**src/rtl/i2cb_pkg.sv**
```systemverilog
package i2cb_pkg;

    localparam int STEP_W = 6;

    typedef enum logic [2:0] {
        OP_START   = 3'd0,
        OP_STOP    = 3'd1,
        OP_WRITE   = 3'd2,
        OP_READ    = 3'd3,
        OP_RECOVER = 3'd4
    } op_e;

    typedef enum logic { ST_IDLE = 1'b0, ST_BUSY = 1'b1 } eng_st_e;

    // What happens at the start of a quarter, and what at its end.
    typedef struct packed {
        logic scl_en;
        logic scl_v;
        logic sda_en;
        logic sda_v;   // 1 = released
        logic smp;     // sample SDA when this quarter closes
        logic last;    // command finishes when this quarter closes
    } act_t;

    function automatic act_t stop_quarter(input logic [1:0] q);
        act_t a;
        a = '0;
        case (q)
            2'd0: begin a.scl_en = 1'b1; a.scl_v = 1'b0; end
            2'd1: begin a.sda_en = 1'b1; a.sda_v = 1'b0; end
            2'd2: begin a.scl_en = 1'b1; a.scl_v = 1'b1; end
            default: begin a.sda_en = 1'b1; a.sda_v = 1'b1; a.last = 1'b1; end
        endcase
        return a;
    endfunction

    function automatic act_t step_act(input logic [2:0] op, input logic [STEP_W-1:0] s,
                                      input logic [7:0] d, input logic ack);
        act_t a;
        logic [STEP_W-1:0] r;
        logic [STEP_W-1:0] t;
        a = '0;
        r = '0;
        t = '0;
        case (op)
            OP_START: begin
                case (s[1:0])
                    2'd1: begin a.sda_en = 1'b1; a.sda_v = 1'b1; end
                    2'd2: begin a.scl_en = 1'b1; a.scl_v = 1'b1; end
                    2'd3: begin a.sda_en = 1'b1; a.sda_v = 1'b0; a.last = 1'b1; end
                    default: ;
                endcase
            end
            OP_STOP: a = stop_quarter(s[1:0]);
            OP_WRITE: begin
                if (s < 6'd32) begin
                    case (s[1:0])
                        2'd0: begin a.scl_en = 1'b1; a.scl_v = 1'b0; end
                        2'd1: begin a.sda_en = 1'b1; a.sda_v = d[3'd7 - s[4:2]]; end
                        2'd2: begin a.scl_en = 1'b1; a.scl_v = 1'b1; end
                        default: ;
                    endcase
                end else begin
                    case (s)
                        6'd32: begin a.scl_en = 1'b1; a.scl_v = 1'b0; end
                        6'd33: begin a.sda_en = 1'b1; a.sda_v = 1'b1; end
                        6'd34: begin a.scl_en = 1'b1; a.scl_v = 1'b1; end
                        6'd35: a.smp = 1'b1;
                        default: begin a.scl_en = 1'b1; a.scl_v = 1'b0; a.last = 1'b1; end
                    endcase
                end
            end
            OP_READ: begin
                if (s < 6'd24) begin
                    r = s / 6'd3;
                    t = s - r * 6'd3;
                    case (t[1:0])
                        2'd0: begin
                            a.scl_en = 1'b1; a.scl_v = 1'b0;
                            a.sda_en = 1'b1; a.sda_v = 1'b1;
                        end
                        2'd1: begin a.scl_en = 1'b1; a.scl_v = 1'b1; a.smp = 1'b1; end
                        default: ;
                    endcase
                end else begin
                    case (s)
                        6'd24: begin a.scl_en = 1'b1; a.scl_v = 1'b0; end
                        6'd25: begin a.sda_en = 1'b1; a.sda_v = ack; end
                        6'd26: begin a.scl_en = 1'b1; a.scl_v = 1'b1; end
                        6'd27: ;
                        default: begin a.scl_en = 1'b1; a.scl_v = 1'b0; a.last = 1'b1; end
                    endcase
                end
            end
            OP_RECOVER: begin
                if (s == 6'd0) begin
                    a.scl_en = 1'b1; a.scl_v = 1'b1;
                    a.sda_en = 1'b1; a.sda_v = 1'b1;
                end else if (s <= 6'd36) begin
                    t = s - 6'd1;
                    if (t[1:0] == 2'd0) begin a.scl_en = 1'b1; a.scl_v = 1'b0; end
                    if (t[1:0] == 2'd2) begin a.scl_en = 1'b1; a.scl_v = 1'b1; end
                end else begin
                    t = s - 6'd37;
                    a = stop_quarter(t[1:0]);
                end
            end
            default: a.last = 1'b1;
        endcase
        return a;
    endfunction

endpackage

```
**src/rtl/i2cb_qtimer.sv**
```systemverilog
module i2cb_qtimer #(
    parameter int QUARTER_CYCLES = 625
) (
    input  logic clk,
    input  logic rst,
    input  logic busy,
    output logic tick
);
    localparam int CW = (QUARTER_CYCLES > 1) ? $clog2(QUARTER_CYCLES) : 1;
    localparam logic [CW-1:0] LAST = CW'(QUARTER_CYCLES - 1);

    logic [CW-1:0] cnt;

    always_ff @(posedge clk) begin
        if (rst || !busy || cnt == LAST) cnt <= '0;
        else                             cnt <= cnt + 1'b1;
    end

    assign tick = busy && (cnt == LAST);


    cnt_range_chk: assert property (@(posedge clk) disable iff (rst)
        cnt <= LAST);
endmodule

```
**src/rtl/i2cb_seq.sv**
```systemverilog
module i2cb_seq
    import i2cb_pkg::*;
(
    input  logic       clk,
    input  logic       rst,
    input  logic       cmd_valid,
    input  logic [2:0] cmd_op,
    input  logic [7:0] cmd_data,
    input  logic       cmd_ack,
    input  logic       tick,
    output logic       cmd_ready,
    output logic       busy,
    output logic       done,
    output logic       smp,
    output logic [2:0] op_o,
    output logic       scl_o,
    output logic       sda_oe
);
    eng_st_e           st;
    logic [STEP_W-1:0] step;
    logic [2:0]        op_q;
    logic [7:0]        dat_q;
    logic              ack_q;
    logic              scl_q;
    logic              sda_q;
    logic              done_q;
    logic              accept;
    act_t              cur, nxt, first;

    assign busy      = (st == ST_BUSY);
    assign cmd_ready = (st == ST_IDLE);
    assign accept    = cmd_valid && cmd_ready;

    always_comb begin
        first = step_act(cmd_op, '0, cmd_data, cmd_ack);
        cur   = step_act(op_q, step, dat_q, ack_q);
        nxt   = step_act(op_q, STEP_W'(step + 1'b1), dat_q, ack_q);
    end

    always_ff @(posedge clk) begin
        if (rst) begin
            st     <= ST_IDLE;
            step   <= '0;
            op_q   <= '0;
            dat_q  <= '0;
            ack_q  <= 1'b1;
            scl_q  <= 1'b1;
            sda_q  <= 1'b1;
            done_q <= 1'b0;
        end else begin
            done_q <= 1'b0;
            if (accept) begin
                st    <= ST_BUSY;
                step  <= '0;
                op_q  <= cmd_op;
                dat_q <= cmd_data;
                ack_q <= cmd_ack;
                if (first.scl_en) scl_q <= first.scl_v;
                if (first.sda_en) sda_q <= first.sda_v;
            end else if (busy && tick) begin
                if (cur.last) begin
                    st     <= ST_IDLE;
                    done_q <= 1'b1;
                end else begin
                    step <= STEP_W'(step + 1'b1);
                    if (nxt.scl_en) scl_q <= nxt.scl_v;
                    if (nxt.sda_en) sda_q <= nxt.sda_v;
                end
            end
        end
    end

    assign smp    = busy && tick && cur.smp;
    assign op_o   = op_q;
    assign done   = done_q;
    assign scl_o  = scl_q;
    assign sda_oe = ~sda_q;


    grid_hold_chk: assert property (@(posedge clk) disable iff (rst)
        busy && !tick |=> $stable(scl_o) && $stable(sda_oe));

    busy_lock_chk: assert property (@(posedge clk) disable iff (rst)
        cmd_valid && cmd_ready |=> !cmd_ready);

    done_pulse_chk: assert property (@(posedge clk) disable iff (rst)
        done |=> !done);

    idle_hold_chk: assert property (@(posedge clk) disable iff (rst)
        cmd_ready && !cmd_valid |=> $stable(scl_o) && $stable(sda_oe));

    byte_sda_chk: assert property (@(posedge clk) disable iff (rst)
        busy && (op_q == OP_WRITE || op_q == OP_READ) && scl_o && $past(scl_o)
        |-> $stable(sda_oe));
endmodule

```
**src/rtl/i2cb_rx.sv**
```systemverilog
module i2cb_rx
    import i2cb_pkg::*;
(
    input  logic       clk,
    input  logic       rst,
    input  logic       smp,
    input  logic [2:0] op,
    input  logic       sda_i,
    output logic [7:0] rx_byte,
    output logic       rx_nack
);
    always_ff @(posedge clk) begin
        if (rst) begin
            rx_byte <= '0;
            rx_nack <= 1'b0;
        end else if (smp) begin
            if (op == OP_READ)  rx_byte <= {rx_byte[6:0], sda_i};
            if (op == OP_WRITE) rx_nack <= sda_i;
        end
    end


    smp_kind_chk: assert property (@(posedge clk) disable iff (rst)
        smp |-> (op == OP_READ || op == OP_WRITE));
endmodule

```
**src/rtl/i2c_bit_engine.sv**
```systemverilog
module i2c_bit_engine #(
    parameter int QUARTER_CYCLES = 625
) (
    input  logic       clk,
    input  logic       rst,
    input  logic       cmd_valid,
    output logic       cmd_ready,
    input  logic [2:0] cmd_op,
    input  logic [7:0] cmd_data,
    input  logic       cmd_ack,
    output logic       done,
    output logic [7:0] rx_byte,
    output logic       rx_nack,
    output logic       scl_o,
    output logic       sda_oe,
    input  logic       sda_i
);
    logic       busy;
    logic       tick;
    logic       smp;
    logic [2:0] op_cur;

    i2cb_qtimer #(.QUARTER_CYCLES(QUARTER_CYCLES)) u_timer (
        .clk  (clk),
        .rst  (rst),
        .busy (busy),
        .tick (tick)
    );

    i2cb_seq u_seq (
        .clk       (clk),
        .rst       (rst),
        .cmd_valid (cmd_valid),
        .cmd_op    (cmd_op),
        .cmd_data  (cmd_data),
        .cmd_ack   (cmd_ack),
        .tick      (tick),
        .cmd_ready (cmd_ready),
        .busy      (busy),
        .done      (done),
        .smp       (smp),
        .op_o      (op_cur),
        .scl_o     (scl_o),
        .sda_oe    (sda_oe)
    );

    i2cb_rx u_rx (
        .clk     (clk),
        .rst     (rst),
        .smp     (smp),
        .op      (op_cur),
        .sda_i   (sda_i),
        .rx_byte (rx_byte),
        .rx_nack (rx_nack)
    );
endmodule

```
**config.mk**
```make
export PLATFORM = sky130hd
export DESIGN_NAME = i2c_bit_engine
export DESIGN_NICKNAME = d
export VERILOG_FILES = /design/src/rtl/i2cb_pkg.sv /design/src/rtl/i2cb_qtimer.sv /design/src/rtl/i2cb_seq.sv /design/src/rtl/i2cb_rx.sv /design/src/rtl/i2c_bit_engine.sv
export SDC_FILE = /design/constraint.sdc
export NUM_CORES = 1
export LEC_CHECK = 0
export BUFFER_PORTS_ARGS = -buffer_cell sky130_fd_sc_hd__buf_2
export CAP_MARGIN = 0
export CORE_MARGIN = 8
export CORE_UTILIZATION = 55
export DETAILED_ROUTE_END_ITERATION = 8
export PLACE_DENSITY_LB_ADDON = 0.05
export SYNTH_ARGS = -nofsm -noshare
export SYNTH_HDL_FRONTEND = slang
export SYNTH_HIERARCHICAL = 1
export SYNTH_SLANG_ARGS = --single-unit
```
**constraint.sdc**
```tcl
create_clock -name clk -period 4.8 [get_ports clk]
set_input_delay 0.48 -clock clk [delete_from_list [all_inputs] [get_ports clk]]
set_output_delay 0.48 -clock clk [all_outputs]
set_load 0.01 [all_outputs]
```
### Yosys cells after proc, flatten, opt, wreduce, memory -nomap -nowiden

Cells that the tools add are included.
Widths: inputs -> output; s select.

* reductions and logical operators: 39
* $mul: 2
* add/subtract/negate cells: 8
* div/mod/pow operators: 2
* bitwise operators: 4
* magnitude comparators: 7
* equality and inequality tests: 39
* shift-type cells: 0
* multiplexer cells: 54

Operators with widths (number)
* $eq 6x5->1 const B: 7
* $eq 6x6->1 const B: 7
* $pmux 2 s2: 9
* $mux 1: 26
* $mux 2: 11
* $pmux 4 s5: 1
* $mux 4: 4
* $reduce_or 3->1: 5
* $eq 2x2->1 const B: 7
* $div 6x2->6 const B: 2
* $eq 2x1->1 const B: 6
* $eq 3x2->1 const B: 4
* $le 6x6->1 const B: 2
* $logic_not 2->1: 6
* $logic_not 6->1: 2
* $lt 6x5->1 const B: 2
* $lt 6x6->1 const B: 2
* $mul 6x2->2 const B: 2
* $reduce_or 2->1: 6
* $add 10x1->10 const B: 1
* $eq 10x10->1 const B: 1
* $reduce_and 2->1: 4
* $reduce_and 4->1: 2
* $reduce_bool 2->1: 4
* 18 further kinds: 32

* output and inout port bits: 13
* memories kept: 0
* latch bits: 0
* memory bits (writable): 0
* bits in registers: 41
* logic and storage cells: 166
* memory bits (read-only): 0

### Logic depth before layout (Yosys ltp)

Gate-level depths: netlist of run 1.

* depth after elaboration: 12
* mapped depth: 23
* gate-level depth less buffers: 21

### Hierarchy

Netlist of run 1, hierarchy kept.

Modules (own cells, without submodules)
* i2cb_seq: seq. area each 440.4 µm², area an instance 2652.5 µm², cells each 367, times used 1
* i2cb_qtimer: seq. area each 200.2 µm², area an instance 476.7 µm², cells each 54, times used 1
* i2cb_rx: seq. area each 180.2 µm², area an instance 375.4 µm², cells each 32, times used 1

### Worst setup path after synthesis of run 1

OpenSTA, ideal clock, no wires.

* kind: register to register
* from: register u_seq.step[0]
* to: register u_seq.scl_q, in the netlist u_seq/scl_o
* clock period less this slack: 4687 ps
* data required time: 4679 ps
* stages on the path, launching flop included: 23
* path buffers: 2
* setup slack: 113 ps
* arrival time: 4566 ps
* cells stage by stage: dfxtp_1 -> ha_1 -> buf_1 -> nor2_1 -> o21bai_1 -> a221oi_1 -> a2bb2oi_1 -> ha_1 -> and2_1 -> buf_1 -> o221ai_1 -> nor2_1 -> o311ai_0 -> nand3_1 -> a22oi_1 -> ha_1 -> nand3_1 -> o21a_1 -> o311a_1 -> a31oi_4 -> o211ai_1 -> o21ai_1 -> mux2_2

* word-level cells in the longest chain between the ends: 12
* elaborated cells on any way between the ends: 80

RTL lines
* start, declared: RTL line i2cb_seq.sv:20 `logic [STEP_W-1:0] step;`
* start signal, assigned: RTL line i2cb_seq.sv:65 `step <= STEP_W'(step + 1'b1);`
* $add 6x1->6: RTL line i2cb_seq.sv:37 `nxt = step_act(op_q, STEP_W'(step + 1'b1), dat_q, ack_q);`
* $div 6x2->6: RTL line i2cb_pkg.sv:75 `r = s / 6'd3;`
* $mul 6x2->2: RTL line i2cb_pkg.sv:76 `t = s - r * 6'd3;`
* $sub 2x2->2: RTL line i2cb_pkg.sv:76
* $eq 2x1->1 / $logic_not 2->1 (equally long branches)
* $pmux 2 s2: RTL line i2cb_pkg.sv:77 `case (t[1:0])`
* $mux 4: RTL line i2cb_pkg.sv:74 `if (s < 6'd24) begin`
* $pmux 4 s5: RTL line i2cb_pkg.sv:45 `case (op)`
* $mux 1: RTL line i2cb_seq.sv:66 `if (nxt.scl_en) scl_q <= nxt.scl_v;`
* $mux 1: RTL line i2cb_seq.sv:61 `if (cur.last) begin`
* $mux 1: RTL line i2cb_seq.sv:60 `end else if (busy && tick) begin`
* $mux 1: RTL line i2cb_seq.sv:52 `if (accept) begin`
* end signal, assigned: RTL line i2cb_seq.sv:58 `if (first.scl_en) scl_q <= first.scl_v;`
* end signal, assigned: RTL line i2cb_seq.sv:66
* end, declared: RTL line i2cb_seq.sv:24 `logic scl_q;`

Several ways; a longest one is shown, not always the timed one. The select of a mux whose other input is x is not followed.
A chain may end at the register's enable or synchronous reset.

### Worst setup path in the final report of run 1

* from: register u_seq.step[5]
* to: register u_seq.scl_q, in the netlist u_seq/scl_o

Same word-level chain as after synthesis.

==> results_dict.tcl, run 1 <==
set metrics [dict create \
    status "finished clean" \
    start_util_pct 56.2 \
    n_antenna_cell 0 \
    placedCellCount 543 \
    min_period_ns 4.51 \
    cts_buffers 5 \
    power.density_nw_per_um2 176 \
    yosys_warnings 6 \
    finClkSkew_ns 0.00338 \
    maxSlewViolCount 0 \
    synth_xor_area_share_pct 5.00 \
    clockBufferDepth 2 \
    rows 29 \
    ir_worst_vdd_v 0.000182 \
    tightest_slew_ns 0.663 \
    first_iter_violations 347 \
    syn2layout_area_growth_pct 9.39 \
    drc 0 \
    grt.overflow.total 0 \
    wl_um 9490 \
    worstHoldPathType "in2reg" \
    synth_nets 485 \
    relSlewSlack_pct 55.5 \
    design.die.area_sq_um 9180 \
    cts_tree "done" \
    cts_root_buf "clkbuf_8" \
    register_area_sq_um 823 \
    final_nets 506 \
    endpoint_kind "register" \
    critPathLaunchType "register" \
    top_layer "met4" \
    synth_top_area_share_pct 23.4 \
    grt_pass1_vias 3395 \
    wl_met2_um 4400 \
    hold_viol_final 0 \
    clk_latency_ns 0.29 \
    vias_per_cell 6.38 \
    worstPathRequired_ns 4.98 \
    coreArea_sq_um 6240 \
    finalCritPeriodShare_pct 94.0 \
    grt_pass1_wl_um 15900 \
    final_cells 551 \
    final_layout_size_suffix_gt1_share_pct 16.9 \
    drt-met1-wl_um 4270 \
    fmax_mhz 222 \
    hpwl_um 6880 \
    hold_buffers 0 \
    cts_max_level 2 \
    synth_top_family_by_area "simple AND/OR/NAND/NOR gates" \
    max_cap_violations 0 \
    io_buffers 28 \
    synth_enable_flop_cells 0 \
    crit_chain "and2b_1, mux2_2, mux2_2, a2bb2oi_1, ha_1, and2_1, o221ai_2, nor2_1, o311ai_1, nand3_1, a22oi_1, ha_2, nand3_1, o21a_1, nand3b_1, o311a_1, a31oi_4, o211ai_1, o21ai_1, mux2_2" \
    drtAntennaViolNets 0 \
    clk_pin_slew_ns 0.08 \
    wl_per_cell_um 17.2 \
    fillCellCount 582 \
    cp_max_fo 8 \
    cts.sinks 41 \
    ys_types 77 \
    dr_wl_met3_um 556 \
    netlist_instances 453 \
    yosys.area.top_type "dfxtp_1" \
    track_usage_pct 21.4 \
    setup_violations 0 \
    dr.pass1.iters 5 \
    final.setup.tns_ns 0 \
    crit_arrival_ns 4.69 \
    critPathMaxStageDelay_ns 0.40 \
    gp_routability_congestion 0.927 \
    dieHeight_um 95.8 \
    yosys.area_share.simple_pct 26.2 \
    io_pins 29 \
    multi_input_area_sq_um 2490 \
    netlist_area_sq_um 3500 \
    async_reset_ff_share_pct 0 \
    synth_common_cells "47 x nand2_1, 41 x dfxtp_1, 40 x nor2_1" \
    ys_seq_area_share_pct 23.4 \
    cp_common_cell "mux2_2" \
    stdcell_area_sq_um 3830 \
    yosysMostFrequentCell "nand2_1" \
    ys_seq_elements 41 \
    slowest_stage "dfxtp_2" \
    ys_top_cells_by_area "dfxtp_1 23%, ha_1 5.7%, nand2_1 5.0%" \
    crit_type "reg2reg" \
    synthAdderAreaFrac_pct 5.71 \
    synth_compound_area_share_pct 26.2 \
    antenna_found_initial 0 \
    total_leakage_power_nw 1.50 \
    ys.flop_type "dfxtp_1" \
    grt_max_degree 32 \
    dr_total_vias 3513 \
    die_w_um 95.8 \
    synth.avg_cell_area_sq_um 7.74 \
    postPlaceCellArea_sq_um 3700 \
    synthMuxAreaShare_pct 7.43 \
]
==> timing repair <==
item                                    CTS  global route
endpoints found under the setup margin    0             2
gates resized for setup                   0             7
setup buffers                             0             1
==> critical path: cells and delay by family (launching register included) <==
kind                       cells  cell delay [ns]
DFF                            1             0.40
and+or+nand+nor                6             0.96
AOI/OAI and AO/OA              9             1.60
muxes                          3             0.94
adders and majority gates      2             0.50
==> power breakdown <==
part | leakage (nW) | internal (mW) | total, mW | switching (mW)
logic | 1.11 | 0.0224 | 0.0516 | 0.0292
registers | 0.334 | 0.348 | 0.356 | 0.00840
clock network | 0.0540 | 0.151 | 0.266 | 0.115
==> cell type report <==
class                           count  share of cell area, %
Multi-Input combinational cell    367                   64.9
Sequential cell                    41                   21.5
Timing Repair Buffer               45                   6.98
Tap cell                           77                   2.51
Clock buffer                        5                   1.80
Inverter                           14                   1.37
Clock inverter                      2                  0.914
==> stage by stage <==
stage          power, mW  hold WS [ns]  utilization (%)  setup WS (ns)
5_1_grt            0.705         0.412             61.4       -0.00272
6_report           0.674         0.404             61.4          0.290
4_1_cts            0.683         0.400             61.0          0.139
3_3_place_gp       0.414         0.444             59.3          0.258
3_5_place_dp       0.415         0.449             59.3          0.157
2_1_floorplan      0.398         0.436                -          0.113
==> kinds of logic (layout without fill, tap and decap cells) <==
kind of cell | after synthesis | after routing
simple gates | 175 | 175
compound gates | 131 | 131
buf+inv | 45 | 66
flops | 41 | 41
mux | 25 | 25
xor+xnor | 20 | 20
fa+ha+maj | 16 | 16
==> worst paths after layout <==
| kind | depth (start not counted) | startpoint | slack (ns) | endpoint |
|---|---|---|---|---|
| worst max register to register | 20 | u_seq/step[5] | 0.29 | u_seq/scl_o |
| worst max-delay path | 20 | u_seq/step[5] | 0.29 | u_seq/scl_o |
| worst min-delay path | 3 | cmd_ack | 0.40 | u_seq/ack_q |
| worst min register to register | 2 | u_seq/dat_q[1] | 0.46 | u_seq/dat_q[1] |
==> registers in the layout, summed over array words and instances (netlist names), 3 cells and up <==
signal and flops:
u_seq/dat_q 8, u_rx/rx_byte 8, u_seq/op_o 3, u_seq/step 6
u_timer/cnt 10
==> cells in the final DEF, fill, tap and decap left out, types with 4 or more instances in the layout <==
cell	synthesis	routed
a211oi_1	4	4
a21oi_1	29	29
a31oi_1	4	4
and2_1	4	4
buf_2	13	28
buf_4	1	17
clkbuf_8	0	5
dfxtp_1	41	39
ha_1	16	14
inv_1	14	14
mux2_2	8	8
mux2i_1	17	17
nand2_1	47	47
nand2b_1	17	17
nand3_1	11	11
nand4_1	4	4
nor2_1	40	40
nor2b_1	9	9
nor3_1	5	5
o21ai_0	21	21
o21ai_1	6	6
o21bai_1	4	4
o22ai_1	6	6
o31ai_1	6	6
or3_1	5	5
xnor2_1	13	13
xor2_1	7	7
==> per-layer routing <==
layer / vias to the layer above / track usage, %
met3: 26 / 3.51
met2: 145 / 34.5
met4: 0 / 9.48
li1: 1683 / -
met1: 1659 / 27.4
met5: - / 0
Note: power is estimated with default switching activity, not from simulation.
==> run 2, diff against run 1 <==
--- a/config.mk
+++ b/config.mk
@@ -11,6 +11,7 @@
 export CORE_UTILIZATION = 55
 export DETAILED_ROUTE_END_ITERATION = 8
 export PLACE_DENSITY_LB_ADDON = 0.05
+export RECOVER_POWER = 50
 export SYNTH_ARGS = -nofsm -noshare
 export SYNTH_HDL_FRONTEND = slang
 export SYNTH_HIERARCHICAL = 1
==> constraint.sdc (replaced) <==
create_clock -name clk -period 4.8 [get_ports clk]
set_input_delay 0.48 -clock clk [delete_from_list [all_inputs] [get_ports clk]]
set_output_delay 0.48 -clock clk [all_outputs]
set_load 0.05 [all_outputs]
==> results_dict.tcl, run 2 (synthesis results as in run 1) <==
set metrics [dict create \
    cts_buffers 5 \
    fillCellCount 587 \
    top_usage_layer "met2" \
    finalCritPeriodShare_pct 93.9 \
    cts_root_buf "clkbuf_8" \
    final_nets 506 \
    multi_input_area_sq_um 2490 \
    hpwl_um 6880 \
    cts_tree "done" \
    largestRegisters "u_timer/cnt x10, u_rx/rx_byte x8, u_seq/dat_q x8" \
    grt_max_degree 32 \
    clockBufferDepth 2 \
    wl_per_cell_um 17.2 \
    syn2layout_area_growth_pct 9.03 \
    maxSlewViolCount 0 \
    track_usage_pct 21.4 \
    die_w_um 95.8 \
    setup_violations 0 \
    worstPathRequired_ns 4.98 \
    finClkSkew_ns 0.00420 \
    grt.overflow.total 0 \
    final_layout_size_suffix_gt1_share_pct 14.6 \
    hold_viol_final 0 \
    placedCellCount 543 \
    grt_pass1_vias 3395 \
    final_cells 551 \
    fmax_mhz 222 \
    max_cap_violations 0 \
    final_common_cell "nand2_1" \
    largest_register_ffs 10 \
    io_pins 29 \
    cts_max_level 2 \
    coreArea_sq_um 6240 \
    antenna_found_initial 0 \
    tightest_slew_ns 0.670 \
    drc 0 \
    cp_max_fo 8 \
    first_iter_violations 347 \
    r2r_slack_ns 0.29 \
    ir_worst_vdd_v 0.000182 \
    dr_total_vias 3554 \
    grt_use_met2_pct 34.5 \
    mostFrequentLayoutCells "47 x nand2_1, 40 x nor2_1, 39 x dfxtp_1" \
    dr.pass1.iters 5 \
    relSlewSlack_pct 55.0 \
    clk_latency_ns 0.29 \
    vias_per_cell 6.45 \
    start_util_pct 56.2 \
    hold_buffers 0 \
    grt_util_met1_pct 27.4 \
    total_leakage_power_nw 1.46 \
    dieHeight_um 95.8 \
    met3_usage_pct 3.51 \
    largest-register "u_timer/cnt" \
    design.die.area_sq_um 9180 \
    endpoint_kind "register" \
    min_period_ns 4.51 \
    crit_type "reg2reg" \
    crit_arrival_ns 4.69 \
    worstHoldPathType "in2reg" \
    critPathLaunchType "register" \
    power.density_nw_per_um2 177 \
    clk_pin_slew_ns 0.08 \
    n_antenna_cell 0 \
    gp_routability_congestion 0.927 \
    register_area_sq_um 823 \
    wl_um 9480 \
    cts.sinks 41 \
    status "finished clean" \
    grt_pass1_wl_um 15900 \
    rows 29 \
    p_total_mw 0.678 \
    drtAntennaViolNets 0 \
    io_buffers 28 \
]
## run 2: changes by cell type in the layout (fill, tap and decap cells not counted)
cell	change
a31o_1	+1
a31o_2	-1
buf_2	-10
clkbuf_1	+10
## run 2: what timing repair did
item / CTS / global route
gates resized for setup: 0 / 7
endpoints found under the setup margin: 0 / 2
buffers inserted: 0 / 1
## run 2: worst max-delay path, stage by stage (launching register included)
cell,delay [ns]
dfxtp_2,0.41
and2b_1,0.27
mux2_2,0.31
mux2_2,0.29
a2bb2oi_1,0.16
ha_1,0.26
and2_1,0.23
o221ai_2,0.16
nor2_1,0.06
o311ai_1,0.27
nand3_1,0.15
a22oi_1,0.18
ha_2,0.24
nand3_1,0.08
o21a_1,0.13
nand3b_1,0.17
o311a_1,0.17
a31oi_4,0.23
o211ai_1,0.12
o21ai_1,0.17
mux2_2,0.34
## run 2: layout make-up
class | count | share of cell area, %
Clock buffer | 5 | 1.80
Clock inverter | 2 | 0.917
Inverter | 14 | 1.38
Multi-Input combinational cell | 367 | 65.2
Sequential cell | 41 | 21.5
Tap cell | 77 | 2.52
Timing Repair Buffer | 45 | 6.68
## run 2: report_power, final
group | leakage, nW | total, mW | internal (mW) | switching [mW]
combinational | 1.07 | 0.0555 | 0.0221 | 0.0333
sequential | 0.334 | 0.356 | 0.348 | 0.00839
clock | 0.0540 | 0.266 | 0.151 | 0.115
## run 2: through the flow
step                      hold WS [ns]  utilization (%)  setup TNS [ns]  worst slack [ns]  area (sq um)
after floorplan                  0.436                -               0             0.113          3500
after global placement           0.444             59.3               0             0.258          3700
after detailed placement         0.449             59.3               0             0.157          3700
after CTS                        0.400             61.0               0             0.139          3810
after global routing             0.412             61.2        -0.00272          -0.00272          3820
final                            0.404             61.2               0             0.295          3820
## run 2: path summary, 6_finish.rpt
path | startpoint | end | cells after the start
worst max register to register | u_seq/step[5] | u_seq/scl_o | 20
worst min register to register | u_seq/dat_q[1] | u_seq/dat_q[1] | 2
worst min-delay path | cmd_ack | u_seq/ack_q | 3
worst max-delay path | u_seq/step[5] | u_seq/scl_o | 20
## run 2: metal layers
layer,wire length (um),share of wire (%)
met5,0,0
met2,4370,46
met4,308,3.3
met3,560,5.9
met1,4240,45
